`src/rtl/prescaled_timer_channel.sv`:
```
module prescaled_timer_channel #(
  parameter int CNT_W     = 16,
  parameter int SCALE_W   = 4,
  parameter int MAX_SCALE = 8
) (
  input  logic             clk,
  input  logic             rst_n,
  input  logic             tick_in,
  input  logic             reg_wr,
  input  logic [1:0]       reg_addr,
  input  logic [CNT_W-1:0] reg_wdata,
  output logic [CNT_W-1:0] reg_rdata,
  output logic             irq
);
  localparam int PRE_W   = MAX_SCALE;
  localparam int B_EN    = 15;
  localparam int B_FLGB  = 14;
  localparam int B_FLGA  = 13;
  localparam int B_LOCK  = 12;
  localparam int B_MODEA = 10;
  localparam int B_MODEB = 8;

  localparam logic [1:0] A_CMPA = 2'd0;
  localparam logic [1:0] A_CMPB = 2'd1;
  localparam logic [1:0] A_CNT  = 2'd2;
  localparam logic [1:0] A_SET  = 2'd3;

  logic [CNT_W-1:0]   cmp_a, cmp_b, cnt;
  logic [PRE_W-1:0]   pre_cnt, pre_mask;
  logic [SCALE_W-1:0] scale, eff_scale;
  logic [1:0]         mode_a, mode_b;
  logic               en, locked, flag_a, flag_b;

  logic wr_cmpa, wr_cmpb, wr_cnt, wr_set;
  logic fire, hit_a, hit_b, set_a, set_b, clr_a, clr_b;
  logic unused_wbits;

  assign wr_cmpa = reg_wr && (reg_addr == A_CMPA);
  assign wr_cmpb = reg_wr && (reg_addr == A_CMPB);
  assign wr_cnt  = reg_wr && (reg_addr == A_CNT);
  assign wr_set  = reg_wr && (reg_addr == A_SET);

  assign eff_scale = (int'(scale) > MAX_SCALE) ? SCALE_W'(MAX_SCALE) : scale;
  assign pre_mask  = ~({PRE_W{1'b1}} << eff_scale);
  assign fire      = en && tick_in && ((pre_cnt & pre_mask) == pre_mask);

  assign hit_a = fire && (cnt == cmp_a);
  assign hit_b = fire && (cnt == cmp_b);
  assign set_a = hit_a && mode_a[0];
  assign set_b = hit_b && mode_b[0];
  assign clr_a = wr_set && reg_wdata[B_FLGA];
  assign clr_b = wr_set && reg_wdata[B_FLGB];

  assign unused_wbits = ^{reg_wdata[7:SCALE_W], reg_wdata[B_LOCK]};

  always_ff @(posedge clk) begin
    if (!rst_n) begin
      cmp_a <= '0;
      cmp_b <= '0;
    end else begin
      if (wr_cmpa) cmp_a <= reg_wdata;
      if (wr_cmpb) cmp_b <= reg_wdata;
    end
  end

  always_ff @(posedge clk) begin
    if (!rst_n) begin
      pre_cnt <= '0;
      cnt     <= '0;
    end else if (wr_cnt) begin
      pre_cnt <= '0;
      cnt     <= reg_wdata;
    end else if (en && tick_in) begin
      pre_cnt <= pre_cnt + 1'b1;
      if (fire) cnt <= hit_b ? '0 : cnt + 1'b1;
    end
  end

  always_ff @(posedge clk) begin
    if (!rst_n) begin
      scale  <= '0;
      mode_a <= '0;
      mode_b <= '0;
      locked <= 1'b0;
      en     <= 1'b0;
    end else if (wr_set) begin
      en <= reg_wdata[B_EN];
      if (!locked) begin
        scale  <= reg_wdata[SCALE_W-1:0];
        mode_a <= reg_wdata[B_MODEA+1:B_MODEA];
        mode_b <= reg_wdata[B_MODEB+1:B_MODEB];
        locked <= 1'b1;
      end
    end
  end

  always_ff @(posedge clk) begin
    if (!rst_n) begin
      flag_a <= 1'b0;
      flag_b <= 1'b0;
    end else begin
      flag_a <= set_a || (flag_a && !clr_a);
      flag_b <= set_b || (flag_b && !clr_b);
    end
  end

  assign irq = (flag_a && mode_a[1]) || (flag_b && mode_b[1]);

  logic [15:0] setup_word;
  assign setup_word = {en, flag_b, flag_a, locked, mode_a, mode_b,
                       {(8-SCALE_W){1'b0}}, scale};

  always_comb begin
    case (reg_addr)
      A_CMPA:  reg_rdata = cmp_a;
      A_CMPB:  reg_rdata = cmp_b;
      A_CNT:   reg_rdata = cnt;
      default: reg_rdata = CNT_W'(setup_word);
    endcase
  end


  hold_when_off_chk: assert property (@(posedge clk) disable iff (!rst_n)
    (!en && !wr_cnt) |=> $stable(cnt));


  flag_sticky_chk: assert property (@(posedge clk) disable iff (!rst_n)
    (flag_b && !clr_b) |=> flag_b);


  cfg_locked_chk: assert property (@(posedge clk) disable iff (!rst_n)
    locked |=> ($stable(scale) && $stable(mode_a) && $stable(mode_b) && locked));


  irq_needs_flag_chk: assert property (@(posedge clk) disable iff (!rst_n)
    (!flag_a && !flag_b) |-> !irq);


  set_wins_chk: assert property (@(posedge clk) disable iff (!rst_n)
    (set_b && clr_b) |=> flag_b);


  wrap_on_b_chk: assert property (@(posedge clk) disable iff (!rst_n)
    (hit_b && !wr_cnt) |=> (cnt == '0));
endmodule

```
`config.mk`:
```
export PLATFORM = sky130hd
export DESIGN_NAME = prescaled_timer_channel
export DESIGN_NICKNAME = d
export VERILOG_FILES = /design/src/rtl/prescaled_timer_channel.sv
export SDC_FILE = /design/constraint.sdc
export NUM_CORES = 1
export LEC_CHECK = 0
export ABC_AREA = 1
export BUFFER_PORTS_ARGS = -buffer_cell sky130_fd_sc_hd__buf_2
export CAP_MARGIN = 20
export CELL_PAD_IN_SITES_DETAIL_PLACEMENT = 1
export CELL_PAD_IN_SITES_GLOBAL_PLACEMENT = 2
export CORE_UTILIZATION = 27
export CTS_CLUSTER_DIAMETER = 40
export CTS_CLUSTER_SIZE = 8
export DETAILED_ROUTE_END_ITERATION = 8
export GPL_ROUTABILITY_DRIVEN = 0
export GPL_TIMING_DRIVEN = 0
export HOLD_SLACK_MARGIN = 0.03
export MAX_ROUTING_LAYER = met4
export PLACE_DENSITY_LB_ADDON = 0.05
export SLEW_MARGIN = 20
export SYNTH_ARGS = -nofsm -noshare
export SYNTH_HDL_FRONTEND = slang
export SYNTH_SLANG_ARGS = --single-unit
```
`constraint.sdc`:
```
create_clock -name clk -period 4.6 [get_ports clk]
set_input_delay 0.92 -clock clk [delete_from_list [all_inputs] [get_ports clk]]
set_output_delay 0.92 -clock clk [all_outputs]
set_load 0.01 [all_outputs]
```
# After elaboration in Yosys (flattened, before gate mapping)
# Cells that the tools add are included.
# word_totals
ff_bits	68
in_bits	22
out_inout_bits	17
elab_cells	58
# op_classes
n_addsub	2
magnitude_cmp	1
n_eq_ne	6
shifts	1
muxes	6
n_bitwise	4
n_reduce_logical	27
# op_table
operator	n
2-to-1 mux 16 bit	4
one-hot mux 16 bit (3 select lines)	1
equality test 16 bit	2
adder 16 x 1 -> 16 bit (second input constant)	1
logical AND 1 bit	16
adder 8 x 1 -> 8 bit (second input constant)	1
bitwise AND 8 bit	1
equality test 8 bit	1
inverter 8 bit	1
left shift 8 x 4 -> 8 bit (first input constant)	1
equality test 2 bit (second input constant)	2
greater-than comparator 4 bit (second input constant)	1
2-to-1 mux 4 bit	1
AND reduction 2 bit	2
nonzero test 2 bit	2
logical OR 1 bit	3
equality test 2 x 1 -> 1 bit (second input constant)	1
logical NOT 1 bit	2
logical NOT 2 bit	1
inverter 1 bit	2
OR reduction 2 bit	1

# Logic depth before layout (Yosys ltp)
# logic_depth
word_depth	12
mapped_depth	12
ltp_nobuf	11

# Least setup slack after synthesis
# Ideal clock, no wire load.
# synth_timing
path_kind	input port to output port
start	input port reg_addr[1]
end	output port reg_rdata[9]
t_arrival_ns	1.639
required_time_ns	3.680
path_slack_ns	2.041
stages	7
n_path_buf	1
path_cell_list	inv_2 -> nor2_4 -> inv_2 -> buf_2 -> o22ai_1 -> a21oi_1 -> o21ai_0
# synth_via
elab_chain_len	2
word_cells_on_any_way	4
cone_classes	eq/ne: 2; mux: 1; reduce/logical: 1
# synth_rtl
item	line	text
start, declared	10	input logic [1:0] reg_addr,
equality test 2 bit (tied with other cells)	114	case (reg_addr)
one-hot mux 16 bit (3 select lines) *	114	
end, declared	12	output logic [CNT_W-1:0] reg_rdata,
# Every way passes the cells marked *; elsewhere a longest branch is shown, timed or not.

# Final worst setup path
# layout_timing
start	input port reg_addr[0]
end	output port reg_rdata[3]
# The elaborated chain is that of the path after synthesis.

==> results.toml <==
[logic_synthesis]
yosysMostFrequentCell = "nand2_1"
yosys.area.top_type_share = 0.3359
yosys.area_share.simple = 0.3094
synth_area_sq_um = 4053
synth_top_cells_by_area = "dfxtp_1 (34%), nand2_1 (14%), a21oi_1 (8.0%), inv_1 (7.3%), o21ai_0 (6.9%)"
synthAdderAreaFrac = 0.006175
synth_mux_area_frac = 0
synthTopCellsByCount = "nand2_1 (149), inv_1 (79), dfxtp_1 (68), a21oi_1 (65), nor2_1 (62)"
postSynthCellCount = 630
syn_area_per_cell_sq_um = 6.433
synth_nets = 654
yosysTopAreaCell = "dfxtp_1"
synthFlopType = "dfxtp_1"
ys_seq_elements = 68
synth_compound_area_frac = 0.1899
synth_warnings = 0
synth_top_family_by_area = "simple AND/OR/NAND/NOR gates"
synth_edf_count = 0
synth_cell_types = 31
synth-xor-area-share = 0.04106
yosysSeqAreaShare = 0.3359
async_reset_ff_frac = 0

[drt]
vias_per_cell = 4.880
ant_nets = 0
wl_per_cell_um = 18.71
drt_pass1_iterations = 4
drt-initial-drc-count = 169
vias = 4236
drt-total-wl_mm = 16.24
post-route-drc-count = 0

[global_routing]
grt_max_degree = 12
grt_usage = 0.2260
grt.overflow.total = 0
antenna_found_initial = 0
grt_pass1_vias = 4449
grt_first_pass_wirelength_mm = 25.64

[timing]
max_freq_mhz = 300.5
rsz0062_at_grt = "false"
slew_headroom = 0.5886
whs_ps = 475.3
hold_viol = 0
fin_crit_sh = 0.7233
slew_violations = 0
max_slew.worst_pin.slew_ps = 617.2
finalSetupTns_ps = 0
finalCriticalPeriod_ps = 3327
worst_clock_skew_ps = 5.715
setup_viol_count_final = 0

[finish]
num-fill-cells = 1884
drive_gt1_frac = 0.1389
nets = 703
syn_to_final_growth_pct = 17.88
diodes = 0
final_core_util = 0.3274

[job]
drv_cap = 0

[clock_network]
cts_hold_buf = 0
cts_resized = 0
cts_buffers = 9
cts_tree = "yes"
h-tree-depth = 3
cts_root_buffer = "clkbuf_16"
clockBufferDepth = 2
cts_sinks = 68
path_clk_slew_ps = 60
cts_setup_buffers = 0
insertion_delay_ps = 340

[pwr]
pwr-share-clk = 0.460
power_switching_share = 0.2865
p_switching_w = 0.0004544
combPwrFrac = 0.139
irDropWorstVdd_v = 0.0001603
leakage_nw = 2.002
p_int_w = 0.001132
seq_power_share = 0.401
power_density_nw_per_um2 = 332.0

[min_path]
hp-class = "reg2reg"

[floorplan]
rows = 44
ios = 39
initial_core_util = 0.2778
dieWidth_um = 124.5
die_area_sq_um = 15500
die_h_um = 124.5
core_area_sq_um = 14590

[setup_path]
cpPeakStageDelay_ps = 510
start_kind = "input port"
crit_type = "in2out"
ff2ff_setup_slack_ps = 2530
path_delay_family = "buffers and inverters"
cp.arrival_ps = 2410
crit_path_cell_trace = "buf_2 -> nor2_2 -> clkbuf_1 -> a21oi_1 -> o21ai_0 -> buf_2"
cp-end-kind = "output pin"
critPathMaxFanout = 10
cp_num_buf_inv = 3
crit_top_cell = "buf_2"
worstPathRequired_ps = 3680
critPathSlowestCell = "clkbuf_1"

[place]
hpwlAfterDp_mm = 12.86
portBuffers = 38

[status]
status = "finished clean"
[routing by layer]
layer | vias to the layer above | wire length, um | global-route usage
met4 | 0 | 180 | 0.07158
met1 | 2038 | 8121 | 0.3018
li1 | 2135 | - | -
met3 | 10 | 458 | 0.02448
met2 | 53 | 7477 | 0.3565
met5 | - | 0 | -
[registers in the layout, summed over array words and instances (netlist names)]
register / cells
cmp_a: 16
cmp_b: 16
cnt: 16
en: 1
flag_a: 1
flag_b: 1
locked: 1
mode_a: 2
mode_b: 2
pre_cnt: 8
scale: 4
[per-stage QoR]
| stage | setup WS [ps] | total power, W | instances | area (sq um) |
|---|---|---|---|---|
| after global placement | 1236 | 0.0008681 | 852 | 4473 |
| final | 1273 | 0.001586 | 868 | 4777 |
| after detailed placement | 1208 | 0.0008716 | 852 | 4473 |
| after CTS | 1209 | 0.001610 | 868 | 4777 |
| after global routing | 1173 | 0.001665 | 868 | 4777 |
| after floorplan | 2041 | 0.0007805 | 630 | 4053 |
[final cells by class]
class,count,area (sq um),share of cell area
multi-input cells,448,2215,0.4636
flip-flops and latches,68,1361,0.2850
inverters,89,335.3,0.07019
clock buffers,12,256.5,0.05369
well taps,184,230.2,0.04819
repair buffers,38,190.2,0.03981
plain buffers,25,141.4,0.02960
clock inverters,4,47.55,0.009953
[logic make-up after synthesis]
group / after synthesis
simple gates: 283
compound gates: 144
buf+inv: 114
flops: 68
xor+xnor: 19
fa+ha+maj: 2
[final timing paths]
kind                             from              endpoint  cells past startpoint
setup / recovery          reg_addr[0]          reg_rdata[3]                      6
hold / removal      flag_b$_SDFF_PN0_     flag_b$_SDFF_PN0_                      2
setup reg to reg  cnt[0]$_SDFFE_PN0P_  cnt[14]$_SDFFE_PN0P_                      7
hold reg to reg     flag_b$_SDFF_PN0_     flag_b$_SDFF_PN0_                      2
[power groups by stage]
stage / logic, W / clock network, W / registers, W
finish: 0.000220 / 0.000730 / 0.000636
global route: 0.000248 / 0.000777 / 0.000639
CTS: 0.000224 / 0.000751 / 0.000636
detailed placement: 0.000223 / 0 / 0.000649
global placement: 0.000220 / 0 / 0.000648
floorplan: 0.000140 / 0 / 0.000641
[tightest hold or removal path, stage by stage (launching register included)]
cell and delay, ps:
dfxtp_1 310, nand2_1 60, a21oi_1 60
[layout by cell type, fill, tap and decap left out, types with 3 or more instances in the layout]
cell / instances
clkinv_2: 3
clkinv_1: 4
dfxtp_1: 68
nor2_2: 5
o221ai_1: 4
nand4_1: 8
nand2_2: 3
a21oi_1: 65
nand3_1: 34
inv_1: 79
nand3b_1: 5
buf_4: 6
o21ai_0: 56
o22ai_1: 15
nor3_1: 7
clkbuf_1: 10
inv_2: 5
clkbuf_16: 9
nor2_1: 62
xnor2_1: 3
buf_2: 45
xor2_1: 16
nand2_1: 149
nor2_4: 5
No activity file was read; power rests on OpenSTA's default activity.
